**src/rtl/bcd_rtc_pkg.sv**
```systemverilog
package bcd_rtc_pkg;

    typedef logic [7:0] bcd_t;

    typedef struct packed {
        bcd_t hour;
        bcd_t min;
        bcd_t sec;
    } tod_t;

    typedef struct packed {
        bcd_t cent;
        bcd_t year;
        bcd_t month;
        bcd_t date;
        bcd_t dow;
    } cal_t;

    typedef struct packed {
        bcd_t val;
        logic wrap;
    } step_t;

    localparam bcd_t SEC_LAST   = 8'h59;
    localparam bcd_t MIN_LAST   = 8'h59;
    localparam bcd_t HOUR_LAST  = 8'h23;
    localparam bcd_t DOW_FIRST  = 8'h01;
    localparam bcd_t DOW_LAST   = 8'h07;
    localparam bcd_t DATE_FIRST = 8'h01;
    localparam bcd_t MON_FIRST  = 8'h01;
    localparam bcd_t MON_LAST   = 8'h12;
    localparam bcd_t YEAR_LAST  = 8'h99;
    localparam bcd_t CENT_LAST  = 8'h39;
    localparam bcd_t ZERO_BCD   = 8'h00;

    localparam tod_t TOD_RESET = {ZERO_BCD, ZERO_BCD, ZERO_BCD};
    localparam cal_t CAL_RESET = {ZERO_BCD, ZERO_BCD, MON_FIRST, DATE_FIRST, DOW_FIRST};

    // Advance one packed-BCD field; returns the first value and a wrap flag at the last one.
    function automatic step_t bcd_step(bcd_t v, bcd_t last, bcd_t first);
        step_t r;
        if (v == last) begin
            r.val  = first;
            r.wrap = 1'b1;
        end else begin
            r.wrap = 1'b0;
            if (v[3:0] == 4'h9) r.val = {v[7:4] + 4'h1, 4'h0};
            else                r.val = {v[7:4], v[3:0] + 4'h1};
        end
        return r;
    endfunction

    function automatic logic [6:0] bcd_to_bin(bcd_t v);
        return 7'(v[7:4]) * 7'd10 + 7'(v[3:0]);
    endfunction

    function automatic logic year_is_leap(bcd_t year);
        logic [6:0] b;
        b = bcd_to_bin(year);
        return (b[1:0] == 2'b00);
    endfunction

    function automatic bcd_t month_last_day(bcd_t month, bcd_t year);
        case (month)
            8'h02:                      return year_is_leap(year) ? 8'h29 : 8'h28;
            8'h04, 8'h06, 8'h09, 8'h11: return 8'h30;
            default:                    return 8'h31;
        endcase
    endfunction

endpackage

```
**src/rtl/rtc_prescaler.sv**
```systemverilog
module rtc_prescaler #(
    parameter int DIV      = 32768,
    parameter int TEST_BIT = 5
) (
    input  logic clk,
    input  logic rst,
    input  logic run_i,
    input  logic clear_i,
    output logic tick_o,
    output logic test_o
);
    localparam int CW = (DIV > 1) ? $clog2(DIV) : 1;
    localparam logic [CW-1:0] LAST = CW'(DIV - 1);

    logic [CW-1:0] cnt_q;

    always_ff @(posedge clk) begin
        if (rst || clear_i)  cnt_q <= '0;
        else if (run_i)      cnt_q <= (cnt_q == LAST) ? '0 : cnt_q + 1'b1;
    end

    assign tick_o = run_i && (cnt_q == LAST);

    generate
        if (TEST_BIT < CW) begin : g_tap
            assign test_o = cnt_q[TEST_BIT];
        end else begin : g_no_tap
            assign test_o = 1'b0;
        end
    endgenerate

    // a stopped prescaler keeps its count
    a_r8_hold_stopped: assert property (@(posedge clk) disable iff (rst)
        (!run_i && !clear_i) |=> $stable(cnt_q));

    // a load restarts the second
    a_r9_clear_count: assert property (@(posedge clk) disable iff (rst)
        clear_i |=> (cnt_q == '0));

endmodule

```
**src/rtl/rtc_tod.sv**
```systemverilog
module rtc_tod
    import bcd_rtc_pkg::*;
(
    input  logic clk,
    input  logic rst,
    input  logic tick_i,
    input  logic load_i,
    input  tod_t load_val_i,
    output tod_t tod_o,
    output logic day_o
);
    tod_t  q, nxt;
    step_t s_st, m_st, h_st;

    always_comb begin
        s_st = bcd_step(q.sec,  SEC_LAST,  ZERO_BCD);
        m_st = bcd_step(q.min,  MIN_LAST,  ZERO_BCD);
        h_st = bcd_step(q.hour, HOUR_LAST, ZERO_BCD);
        nxt  = q;
        if (tick_i) begin
            nxt.sec = s_st.val;
            if (s_st.wrap) begin
                nxt.min = m_st.val;
                if (m_st.wrap) nxt.hour = h_st.val;
            end
        end
    end

    assign day_o = tick_i && s_st.wrap && m_st.wrap && h_st.wrap;

    always_ff @(posedge clk) begin
        if (rst)         q <= TOD_RESET;
        else if (load_i) q <= load_val_i;
        else             q <= nxt;
    end

    assign tod_o = q;

    // seconds stay legal BCD within 00..59
    a_r2_sec_legal: assert property (@(posedge clk) disable iff (rst)
        (q.sec <= SEC_LAST) && (q.sec[3:0] <= 4'h9));

    // without a tick or load the time holds
    a_r2_quiet: assert property (@(posedge clk) disable iff (rst)
        (!tick_i && !load_i) |=> $stable(q));

    // hours never pass 23
    a_r3_hour_legal: assert property (@(posedge clk) disable iff (rst)
        q.hour <= HOUR_LAST);

    // a day carry lands on midnight
    a_r3_midnight: assert property (@(posedge clk) disable iff (rst)
        (day_o && !load_i) |=> (q == TOD_RESET));

endmodule

```
**src/rtl/rtc_date.sv**
```systemverilog
module rtc_date
    import bcd_rtc_pkg::*;
(
    input  logic clk,
    input  logic rst,
    input  logic day_i,
    input  logic load_i,
    input  cal_t load_val_i,
    output cal_t cal_o
);
    cal_t  q, nxt;
    bcd_t  last_date;
    step_t w_st, d_st, mo_st, y_st, c_st;

    always_comb begin
        last_date = month_last_day(q.month, q.year);
        w_st  = bcd_step(q.dow,   DOW_LAST,  DOW_FIRST);
        d_st  = bcd_step(q.date,  last_date, DATE_FIRST);
        mo_st = bcd_step(q.month, MON_LAST,  MON_FIRST);
        y_st  = bcd_step(q.year,  YEAR_LAST, ZERO_BCD);
        c_st  = bcd_step(q.cent,  CENT_LAST, ZERO_BCD);
        nxt   = q;
        if (day_i) begin
            nxt.dow  = w_st.val;
            nxt.date = d_st.val;
            if (d_st.wrap) begin
                nxt.month = mo_st.val;
                if (mo_st.wrap) begin
                    nxt.year = y_st.val;
                    if (y_st.wrap) nxt.cent = c_st.val;
                end
            end
        end
    end

    always_ff @(posedge clk) begin
        if (rst)         q <= CAL_RESET;
        else if (load_i) q <= load_val_i;
        else             q <= nxt;
    end

    assign cal_o = q;

    // day of week stays within 01..07
    a_r4_dow_legal: assert property (@(posedge clk) disable iff (rst)
        (q.dow >= DOW_FIRST) && (q.dow <= DOW_LAST));

    // a new day after day 07 starts the week over
    a_r4_dow_wrap: assert property (@(posedge clk) disable iff (rst)
        (day_i && !load_i && q.dow == DOW_LAST) |=> (q.dow == DOW_FIRST));

    // the calendar holds between day carries
    a_r5_quiet: assert property (@(posedge clk) disable iff (rst)
        (!day_i && !load_i) |=> $stable(q));

    // February never shows a day beyond 29
    a_r6_feb_limit: assert property (@(posedge clk) disable iff (rst)
        (q.month == 8'h02) |-> (q.date <= 8'h29));

    // century never passes 39
    a_r7_cent_legal: assert property (@(posedge clk) disable iff (rst)
        q.cent <= CENT_LAST);

endmodule

```
**src/rtl/bcd_rtc.sv**
```systemverilog
module bcd_rtc
    import bcd_rtc_pkg::*;
#(
    parameter int DIV      = 32768,
    parameter int TEST_BIT = 5
) (
    input  logic       clk,
    input  logic       rst,
    input  logic       stop_i,
    input  logic       ftest_en_i,
    input  logic       load_i,
    input  logic [7:0] ld_sec_i,
    input  logic [7:0] ld_min_i,
    input  logic [7:0] ld_hour_i,
    input  logic [7:0] ld_dow_i,
    input  logic [7:0] ld_date_i,
    input  logic [7:0] ld_month_i,
    input  logic [7:0] ld_year_i,
    input  logic [7:0] ld_cent_i,
    output logic [7:0] sec_o,
    output logic [7:0] min_o,
    output logic [7:0] hour_o,
    output logic [7:0] dow_o,
    output logic [7:0] date_o,
    output logic [7:0] month_o,
    output logic [7:0] year_o,
    output logic [7:0] cent_o,
    output logic       sq_o
);
    logic run, tick, day_carry, wave, test_on;
    tod_t tod, ld_tod;
    cal_t cal, ld_cal;

    assign run     = !stop_i;
    assign test_on = ftest_en_i && run;
    assign ld_tod  = {ld_hour_i, ld_min_i, ld_sec_i};
    assign ld_cal  = {ld_cent_i, ld_year_i, ld_month_i, ld_date_i, ld_dow_i};

    rtc_prescaler #(.DIV(DIV), .TEST_BIT(TEST_BIT)) u_pre (
        .clk     (clk),
        .rst     (rst),
        .run_i   (run),
        .clear_i (load_i),
        .tick_o  (tick),
        .test_o  (wave)
    );

    rtc_tod u_tod (
        .clk        (clk),
        .rst        (rst),
        .tick_i     (tick),
        .load_i     (load_i),
        .load_val_i (ld_tod),
        .tod_o      (tod),
        .day_o      (day_carry)
    );

    rtc_date u_date (
        .clk        (clk),
        .rst        (rst),
        .day_i      (day_carry),
        .load_i     (load_i),
        .load_val_i (ld_cal),
        .cal_o      (cal)
    );

    assign sec_o   = test_on ? {tod.sec[7:1], wave} : tod.sec;
    assign min_o   = tod.min;
    assign hour_o  = tod.hour;
    assign dow_o   = cal.dow;
    assign date_o  = cal.date;
    assign month_o = cal.month;
    assign year_o  = cal.year;
    assign cent_o  = cal.cent;
    assign sq_o    = test_on && wave;

    // the test wave is silent unless enabled and running
    a_r10_wave_gated: assert property (@(posedge clk) disable iff (rst)
        !test_on |-> !sq_o);

endmodule

```
**config.mk**
```make
export PLATFORM = sky130hd
export DESIGN_NAME = bcd_rtc
export DESIGN_NICKNAME = d
export VERILOG_FILES = /design/src/rtl/bcd_rtc_pkg.sv /design/src/rtl/rtc_prescaler.sv /design/src/rtl/rtc_tod.sv /design/src/rtl/rtc_date.sv /design/src/rtl/bcd_rtc.sv
export SDC_FILE = /design/constraint.sdc
export NUM_CORES = 1
export LEC_CHECK = 0
export ABC_AREA = 1
export ABC_CLOCK_PERIOD_IN_PS = 3000
export BUFFER_PORTS_ARGS = -buffer_cell sky130_fd_sc_hd__buf_2
export CAP_MARGIN = 25
export CELL_PAD_IN_SITES_DETAIL_PLACEMENT = 0
export CELL_PAD_IN_SITES_GLOBAL_PLACEMENT = 1
export CORE_MARGIN = 3
export CORE_UTILIZATION = 40
export DETAILED_ROUTE_END_ITERATION = 10
export HOLD_SLACK_MARGIN = 0.1
export PLACE_DENSITY = 0.92
export SLEW_MARGIN = 20
export SYNTH_ARGS = -nofsm -noshare
export SYNTH_HDL_FRONTEND = slang
export SYNTH_SLANG_ARGS = --single-unit
```
**constraint.sdc**
```tcl
create_clock -name clk -period 3 [get_ports clk]
set_input_delay 0.3 -clock clk [delete_from_list [all_inputs] [get_ports clk]]
set_output_delay 0.3 -clock clk [all_outputs]
set_load 0.02 [all_outputs]
```
==> metrics list <==
* Effective utilization at floorplan: 41.8%
- Routability Congestion: 0.834
- Starting DRT DRC Count: 292
* Critical path arrival: 2.66 ns
- The worst hold path passes through 3 cells.
- For the pin with the worst max-slew slack, the measured transition is 0.524 ns.
- Internal reg-to-reg setup slack: 0.57 ns
- Overall power after layout: 2.48 mW
- The most used flip-flop cell after synthesis is dfxtp_1.
- Maximum number of pins on one net before global-route repair: 40
* Number of rows in the core area: 40
- Port buffering added 133 buffers.
* Final HPWL DP: 10.1 mm
- Number of nets in the final layout: 958
- The initial antenna violation count came to 1.
- TritonCTS built the clock tree.
* Clock slew at reported path FFs: 0.07 ns
- Worst R2R End: u_date.cal_o[27]
* Cell accounting for the most synthesized area: dfxtp_1
- The clock arrives with 0.00992 ns of skew.
* Sequential element share of the synthesized area: 30.9%
- In this run the cell area of the synthesized design comes to 0.00512 mm^2.
- Setup violations remaining at the end of the flow were counted as 0.
- The flow ran to the end, and the final reports show no timing, DRC or antenna violations.
- After detailed routing, the total wire length is 13.4 mm.
- Most numerous cell on the critical path: nor2_1
- The clock passes through at most 2 buffers.
- STA classifies the critical path startpoint as a flop.
- Buffers added to address setup during post-CTS repair amount to 0.
- STA classifies the critical path endpoint as a flop.
- On the critical path, the stage with the largest delay is an instance of dfxtp_1.
- In the finished design, the share of the clock period the worst path needs comes to 80.9%.
- Count of distinct cell types in the synthesized netlist: 46
* Global Route met3 Usage: 4.70%
* Endpoint of the worst hold path: u_tod.tod_o[21]
- Max_slew headroom: 65.0%
- In this run the standard cell core region covers 0.0123 mm^2.
- Final min period: 2.43 ns
- Layout cells sized above 1: 21.1%
* WL/cell: 13.0 um
- Ratio of total power to cell area: 411 mW/mm^2
* Max Fclk: 0.412 GHz
- The worst hold path belongs to the class in2reg.
- Using the TritonRoute via totals, the vias-per-cell ratio works out to 4.92.
* Total routing usage reported by global routing: 19.2%
- Async set or reset register ratio after synthesis: 0%
* Die Outline Area: 0.0142 mm^2
- TritonCTS created 9 clock buffers.
* Class of the most critical setup path: reg2reg
- Number of sinks on the clock net: 79
- Area added between synthesis and finish: 18.1%
* Die height: 119 um
- Top-area cell type share of the netlist area: 30.9%
- YS warnings: 0
* Cell chain of the critical path: ha_1 > nand3_1 > nor2_1 > nand3_2 > nand2_2 > nand2_4 > nor2_4 > nand2_2 > nor2_1 > nand2_1 > nand2_1 > nor2_1
- RSZ-0062 raised after global routing: no
- Clock root cell: clkbuf_16
- Global routing finished with a remaining overflow of 0.
- Static Leakage: 2.89 nW
* Remaining DRCs: 0
- Synthesis handed over a netlist of 757 instances.
- Met2 capacity usage during global routing: 30.6%
* Vias in the first global route: 4,775
- DR pass1 iterations: 5
- The number of hold violations in the final report is 0.
- Resized cells post-CTS: 0
* Flip-flop and latch count after synthesis: 79
- Insertion delay to the later sink of the worst-skew pair: 0.34 ns
- Across the run, the number of max-cap violations was 0.
- The startpoint identified for the worst register-to-register timing path is u_pre.cnt_q[1].
- For this run, the slowest stage of the critical path takes 0.35 ns.
* Number of hold buffers added after CTS: 0
- The H-tree was split into 3 levels.
- The worst-case IR drop observed on VDD is 239 uV.
- Logic depth of the worst register-to-register path: 12
- Global routing used 25.3% of the available met1 tracks.
- Overall die width: 119 um
- The first global-routing pass estimated 22.6 mm of wire.
- Worst-path maximum fanout: 13
- Number of pins exceeding their max-slew limit in the final report: 0
- Worst path required time: 3.24 ns
- Sum Neg Setup Slack: 0 ns
- Number of primary I/O pins: 134
* Beginning of the worst hold path: ld_hour_i[5]
* Number of enable flip-flop cells after synthesis: 0
- By area the synthesized netlist is led by dfxtp_1 (31%), nand2_1 (11%), inv_1 (6.7%), ha_1 (6.4%), nor2_1 (6.3%).
* Nets in the synthesized netlist: 852
- Total number of vias: 5,106
- A synthesized cell averages 6.76 um^2.
- Most used routing layer: met2
- DRT antenna net count: 0
-- metrics by stage --
step / setup slack, ns / hold WS, ns / cells / instance area [um^2] / util, %
3_5_place_dp: 0.598 / 0.477 / 1020 / 5760 / 47.0
5_1_grt: 0.219 / 0.210 / 1037 / 6050 / 49.3
3_3_place_gp: 0.657 / 0.472 / 1020 / 5760 / 47.0
6_report: 0.574 / 0.199 / 1037 / 6050 / 49.3
2_1_floorplan: 1.14 / 0.437 / 757 / 5120 / -
4_1_cts: 0.550 / 0.189 / 1036 / 6040 / 49.3
-- registers in the layout, summed over array words and instances, names as in the netlist --
signal        flops
u_date.cal_o     40
u_pre.cnt_q      15
u_tod.tod_o      24
-- worst max-delay path by stage --
| stage | startpoint | endpoint | slack (ns) | depth (start not counted) |
|---|---|---|---|---|
| after global placement | u_pre.cnt_q[0] | u_date.cal_o[26] | 0.66 | 12 |
| final | u_pre.cnt_q[1] | u_date.cal_o[27] | 0.57 | 12 |
| after detailed placement | u_pre.cnt_q[1] | u_date.cal_o[26] | 0.60 | 12 |
| after global routing | u_pre.cnt_q[1] | u_date.cal_o[26] | 0.22 | 12 |
| after CTS | u_pre.cnt_q[1] | u_date.cal_o[27] | 0.55 | 12 |
| after floorplan | u_date.cal_o[20] | u_date.cal_o[27] | 1.14 | 14 |
-- synthesized netlist by cell type (2+ instances only) --
master and instances:
nand2_2 6, nand3_2 2, clkbuf_1 9, buf_4 23
a211oi_1 11, dfxtp_1 79, buf_2 4, nor2_2 4
a221oi_1 2, or2_2 2, nand4_1 9, nand3_1 47
a22oi_1 6, nand2_1 156, xor2_1 20, o31ai_1 4
xnor2_1 9, nor3b_1 2, nor2_1 86, ha_1 26
inv_1 92, inv_2 6, o21ai_0 61, nor3_1 11
a21oi_1 51, a31oi_1 5, nand3_4 2, buf_1 4
-- report_power, final --
part | leakage (nW) | switching (mW) | internal [mW]
sequential | 0.642 | 0.0366 | 1.08
combinational | 2.12 | 0.204 | 0.119
clock | 0.123 | 0.462 | 0.584
-- area by class of cell --
cell class | count | area [um^2]
Fill cell | 1311 | 6220
Multi-Input combinational cell | 538 | 2900
Sequential cell | 79 | 1580
Timing Repair Buffer | 137 | 696
Inverter | 98 | 368
Clock buffer | 10 | 239
Tap cell | 168 | 210
Clock inverter | 6 | 46.3
Antenna cell | 1 | 2.50
-- critical path, delay by kind of cell, from the launching register on --
family | cells | cell delay, ns
and+or+nand+nor | 11 | 1.76
DFF | 1 | 0.35
adders and majority gates | 1 | 0.20
-- cell usage in the layout (no fill, tap or decap), drive strengths merged, types with 12 or more instances in the layout --
| cell type | count |
|---|---|
| nand2 | 163 |
| nand3 | 51 |
| nor2 | 91 |
| nor3 | 12 |
| o21ai | 62 |
| buf | 137 |
| ha | 26 |
| xor2 | 20 |
| a211oi | 12 |
| a21oi | 51 |
| inv | 98 |
| dfxtp | 79 |
-- layer usage --
metal  up-vias  routed length [um]  part of all wire [%]
met3        16                 771                   5.7
met1      2296                6390                    48
met2       123                6040                    45
li1       2671                   -                     -
met5         -                   0                     0
met4         0                 252                   1.9
-- cells by family (layout without fill, tap and decap cells) --
logic type,Yosys count,count (layout),synth area share [%]
AND/OR/NAND/NOR,335,335,29.0
AO/OA/AOI/OAI,148,148,16.4
buffers and inverters,140,251,12.4
flip-flops,79,79,30.9
XOR/XNOR,29,29,4.96
adder cells (fa/ha/maj),26,26,6.35
other,0,1,0
(Power assumes the default switching activity.)
